**src/rtl/cmd_echo_sender.sv**
```systemverilog
module cmd_echo_sender #(
  parameter int          CMD_LEN        = 12,
  parameter logic [127:0] CMD_ROM       = 128'h00000000_34413730_30303030_3043204E,
  parameter int          TIMEOUT_CYCLES = 4096
) (
  input  logic       clk,
  input  logic       rst_n,
  input  logic       start,
  output logic [7:0] src_data,
  output logic       src_empty,
  input  logic       src_read,
  input  logic [7:0] echo_data,
  input  logic       echo_write,
  output logic       echo_full,
  output logic       done,
  output logic       err_mismatch,
  output logic       err_timeout
);
  localparam int IW = 4;
  localparam int CW = $clog2(TIMEOUT_CYCLES + 1);
  localparam logic [IW-1:0] LAST = IW'(CMD_LEN - 1);
  localparam logic [CW-1:0] TMAX = CW'(TIMEOUT_CYCLES - 1);

  logic          busy;
  logic [IW-1:0] tx_idx, rx_idx;
  logic [CW-1:0] tmo_cnt;
  logic          empty_q;
  logic          echo_hit, echo_ok, finish, mism, tmo;

  function automatic logic [7:0] rom_byte(input logic [IW-1:0] idx);
    return CMD_ROM[8*idx +: 8];
  endfunction

  assign src_data  = rom_byte(tx_idx);
  assign src_empty = empty_q;
  assign echo_full = 1'b0;

  assign echo_hit = busy && echo_write;
  assign echo_ok  = echo_data == rom_byte(rx_idx);
  assign finish   = echo_hit && echo_ok && (rx_idx == LAST);
  assign mism     = echo_hit && !echo_ok;
  assign tmo      = busy && (tmo_cnt == TMAX) && !finish && !mism;

  always_ff @(posedge clk) begin
    if (!rst_n) begin
      busy         <= 1'b0;
      empty_q      <= 1'b1;
      tx_idx       <= '0;
      rx_idx       <= '0;
      tmo_cnt      <= '0;
      done         <= 1'b0;
      err_mismatch <= 1'b0;
      err_timeout  <= 1'b0;
    end else begin
      done         <= finish;
      err_mismatch <= mism;
      err_timeout  <= tmo;
      if (!busy) begin
        if (start) begin
          busy    <= 1'b1;
          empty_q <= 1'b0;
          tx_idx  <= '0;
          rx_idx  <= '0;
          tmo_cnt <= '0;
        end
      end else if (finish || mism || tmo) begin
        busy    <= 1'b0;
        empty_q <= 1'b1;
      end else begin
        tmo_cnt <= tmo_cnt + 1'b1;
        if (echo_hit) rx_idx <= rx_idx + 1'b1;
        if (!empty_q && src_read) begin
          if (tx_idx == LAST) empty_q <= 1'b1;
          else                tx_idx  <= tx_idx + 1'b1;
        end
      end
    end
  end

  a_r1_outputs_exclusive: assert property (@(posedge clk) disable iff (!rst_n)
    $onehot0({done, err_mismatch, err_timeout}));

  a_r3_data_held: assert property (@(posedge clk) disable iff (!rst_n)
    (!src_empty && !src_read) |=> $stable(src_data));

  a_r4_empty_rise_cause: assert property (@(posedge clk) disable iff (!rst_n)
    $rose(src_empty) |-> ($past(src_read) || done || err_mismatch || err_timeout));

  a_r7_done_after_write: assert property (@(posedge clk) disable iff (!rst_n)
    done |-> $past(echo_write));

  a_r8_mismatch_after_write: assert property (@(posedge clk) disable iff (!rst_n)
    err_mismatch |-> ($past(echo_write) && src_empty));

  a_r9_timeout_idles: assert property (@(posedge clk) disable iff (!rst_n)
    err_timeout |-> (!busy && src_empty && $past(busy)));

  a_r10_no_pulse_idle: assert property (@(posedge clk) disable iff (!rst_n)
    !$past(busy) |-> !(done || err_mismatch || err_timeout));
endmodule

```
**config.mk**
```make
export PLATFORM = sky130hd
export DESIGN_NAME = cmd_echo_sender
export DESIGN_NICKNAME = d
export VERILOG_FILES = /design/src/rtl/cmd_echo_sender.sv
export SDC_FILE = /design/constraint.sdc
export NUM_CORES = 1
export LEC_CHECK = 0
export CORE_ASPECT_RATIO = 1.4
export CORE_MARGIN = 4
export CORE_UTILIZATION = 45
export CTS_CLUSTER_DIAMETER = 50
export CTS_CLUSTER_SIZE = 24
export DETAILED_ROUTE_END_ITERATION = 6
export DONT_BUFFER_PORTS = 1
export PLACE_DENSITY = 0.67
export RECOVER_POWER = 100
export SYNTH_ARGS = -nofsm -noshare
export SYNTH_HDL_FRONTEND = slang
export SYNTH_SLANG_ARGS = --single-unit
```
**constraint.sdc**
```tcl
create_clock -name clk -period 5.8 [get_ports clk]
set_clock_uncertainty 0.05 [all_clocks]
set_input_delay 0.58 -clock clk [delete_from_list [all_inputs] [get_ports clk]]
set_output_delay 0.58 -clock clk [all_outputs]
set_load 0.1 [all_outputs]
```
==> implementation parameters <==
Parameter                              Value

Worst setup path
  Family with the most delay on the worst path ... compound AO/OA/AOI/OAI gates
  Worst path most repeated cell ... sky130_fd_sc_hd__ha_1
  Reg2Reg Launch Point ... rx_idx[0]$_SDFFE_PN0P_
  Crit-path cells ... ha_1, inv_1, ha_1, o21ai_0
  Setup slack on the worst flop-to-flop path ... between 2 and 2.5 ns
  Kind of start point of the critical path ... register
  CP Data Arrival Time ... 3.33 ns
  Category of the most critical setup path ... register to output pin
  Master of the slowest instance on the critical path ... sky130_fd_sc_hd__o21ai_0
  Req. time, crit path ... about 5.2 ns
  Count of buffer and inverter cells on the critical path ... 1
  Number of cells traversed by the worst register-to-register path ... 10
  CP max stage delay ... 2.14 ns
  Crit path max fanout ... 7
  Setup crit end kind ... output pin
  RR Endpoint ... tmo_cnt[7]$_SDFFE_PN0P_

Routing
  DRT antenna net count ... 0
  Final routed DRC violation total ... 0
  Detail-routed net length per standard cell ... 14.3 µm
  Vias per Instance ... 5.94
  Total wirelength of the detailed-routed design ... between 3 and 4 mm
  1st-iter DRT viols ... 47
  Length of the first detailed-routing pass in iterations ... 4
  Vias ... 1502

STA
  Unrepaired setup endpoints after global routing ... no
  Setup_tns ... 0 ns
  Final count of pins violating max slew ... 7
  Setup-failing EPs final ... 0
  Worst hold margin ... 0.314 ns
  Fmax ... 0.253 GHz
  Tightest slew margin relative to the limit ... -94.2%
  Final count of hold timing violations ... 0
  Actual slew at the worst max-slew pin ... 2.88 ns
  Post-route minimum period ... 3.96 ns
  Final critical-path share of the clock period ... 68.2%

Synthesis
  Area share of the leading cell type in the synthesized netlist ... 29.2%
  Leading area contributor after synthesis ... sky130_fd_sc_hd__dfxtp_1
  Distinct cell type count after synthesis ... 50
  Post-Syn Area per Cell ... 8.26 µm²
  Synthesis Warnings ... 0
  Post-Synthesis Cell Area ... 1780 µm²
  Number of enable flip-flop cells after synthesis ... 0
  Asr flop ratio synth ... 0%
  Top post-synthesis cells by area ... sky130_fd_sc_hd__dfxtp_1 (29%), sky130_fd_sc_hd__ha_1 (9.1%), sky130_fd_sc_hd__nor2_1 (4.6%)
  Post-synthesis register bit count ... 26
  Dominant synthesized flop cell ... sky130_fd_sc_hd__dfxtp_1
  Sequential area share after synthesis ... 29.2%
  Post-synthesis cell count ... 216

Global route
  All-layer global routing usage ... 15.7%
  Congestion Overflow GR ... 0
  Number of antenna violations at the first check in global routing ... 0
  Vias in the first global route ... approximately 1400
  Pin count of the biggest net entering global routing ... 16
  Wire length of the first global-routing pass ... 6.13 mm

Clocking
  CTS sink cnt ... 26
  Root buffer cell ... sky130_fd_sc_hd__clkbuf_8
  Total CTS buffers ... 3
  Number of buffers on the longest clock path ... 2
  Later-pin clock latency in the skew report ... about 0.28 ns
  TritonCTS clock tree ... yes
  H-tree lvl count ... 1
  Post-CTS clock slew at the launch and capture registers of the worst setup and hold paths ... 0.09 ns
  Post-CTS Repair Setup Buffers ... 0
  Hold Buf Count CTS ... 0
  Number of gates resized after CTS ... 0

Floorplan
  Number of rows created at floorplan ... 26
  Floorplan Core Area ... 3740 µm²
  Die Footprint ... slightly above 5000 µm²
  Y dimension of the die ... 82.5 µm
  Chip width ... between 60 and 70 µm
  Initial core utilization ... 47.7%
  Number of top-level pins ... 26

Layout
  Area Overhead vs Synth ... -0.0701%
  Commonest cells after routing, fill and taps aside ... sky130_fd_sc_hd__dfxtp_1 (26), sky130_fd_sc_hd__nor2_1 (22), sky130_fd_sc_hd__nand2_1 (16)
  Antenna cell count ... 0
  Fillers ... 382
  Util after Layout ... 47.7%
  Leading cell type in the layout, fill and taps excluded ... sky130_fd_sc_hd__dfxtp_1
  Net count, final ... 238
  Fraction of final layout cells with drive strength greater than 1 ... roughly 5.2%

Pwr
  Post-layout total power ... 337 µW
  Pwr per Cell Area ... 189 nW/µm²
  Peak VDD IR ... between 90 and 100 µV
  Leakage power ... 0.622 nW

Min path
  Worst hold path depth ... 1
  Path category of the worst min-delay check ... primary input to register
  Min-Delay Endpoint ... src_empty$_SDFFE_PN1P_
  Launch instance of the worst min-delay path ... rst_n

Outcome
  Violations in the final reports ... capacitance limit, slew limit
  Result of the run ... finished with violations

Placed design
  Final weighted congestion in routability-driven placement ... 0.787
  Number of buffers inserted by port buffering ... 0
  Detailed Place HPWL ... 2.82 mm

Flow run
  Number of max-cap violations ... 7
## layout make-up
type | count | area [µm²] | area share [%]
Clock buffer | 4 | 55.1 | 3.09
Inverter | 13 | 48.8 | 2.74
Multi-Input combinational cell | 168 | 1110 | 62.0
Sequential cell | 26 | 520 | 29.2
Tap cell | 42 | 52.6 | 2.95
## worst register-to-register path: cells and delay by family, from the launching register on
kind | cells | cell delay (ns)
adders and majority gates | 2 | 0.38
DFF | 1 | 0.40
buffers and inverters | 1 | 0.06
and+or+nand+nor | 3 | 1.01
AOI/OAI and AO/OA | 4 | 1.44
## layer usage
layer,up-vias,part of all wire (%),track usage [%]
met5,-,0,0
met4,0,1.6,6.51
met3,5,4.3,2.02
met2,24,51,28.9
met1,698,43,17.6
li1,775,-,-
## worst max path at each step
stage	start	to	slack [ns]	cells after the start
6_report	tx_idx[0]$_SDFFE_PN0P_	src_data[4]	1.84	4
5_1_grt	tx_idx[0]$_SDFFE_PN0P_	src_data[4]	1.72	4
4_1_cts	rx_idx[0]$_SDFFE_PN0P_	tmo_cnt[7]$_SDFFE_PN0P_	2.81	8
3_5_place_dp	rx_idx[0]$_SDFFE_PN0P_	tmo_cnt[7]$_SDFFE_PN0P_	2.84	8
3_3_place_gp	rx_idx[0]$_SDFFE_PN0P_	tmo_cnt[5]$_SDFFE_PN0P_	2.84	8
2_1_floorplan	tx_idx[2]$_SDFFE_PN0P_	src_data[4]	2.26	4
## flip-flops by register name, indices dropped and copies added (netlist names)
signal,count
rx_idx,4
src_empty,1
busy,1
err_timeout,1
tmo_cnt,13
err_mismatch,1
tx_idx,4
done,1
## per-stage QoR
| stage | setup WS, ns | std cells | instance area (µm²) |
|---|---|---|---|
| after floorplan | 2.26 | 217 | 1790 |
| final | 1.84 | 253 | 1780 |
| after global routing | 1.72 | 253 | 1780 |
| after detailed placement | 2.84 | 249 | 1800 |
| after CTS | 2.81 | 253 | 1850 |
| after global placement | 2.84 | 249 | 1800 |
## where the power goes
part           internal, mW  switching (mW)
Combinational       0.00771          0.0230
Clock                0.0608          0.0579
Sequential            0.180         0.00761
## synthesized netlist by cell type, drive strengths merged (3+ instances only)
cell and instances:
a2111oi 3, a21oi 12, and2 6, buf 5
clkbuf 5, dfxtp 26, ha 13, inv 13
mux2i 4, nand2 16, nand2b 4, nand3 6
nand4 7, nor2 23, nor2b 4, nor3 3
o21a 3, o21ai 11, o31ai 8, or3 3
or4 8, xnor2 5
## cells by family after synthesis
group	Yosys count	share of synthesized area (%)
flip-flops	26	29.2
buffers and inverters	23	6.31
multiplexers	5	2.88
adder cells (fa/ha/maj)	13	9.12
AO/OA/AOI/OAI	51	21.6
other	1	0.210
AND/OR/NAND/NOR	90	27.3
XOR/XNOR	7	3.44
Note: power is estimated with default switching activity, not from simulation.
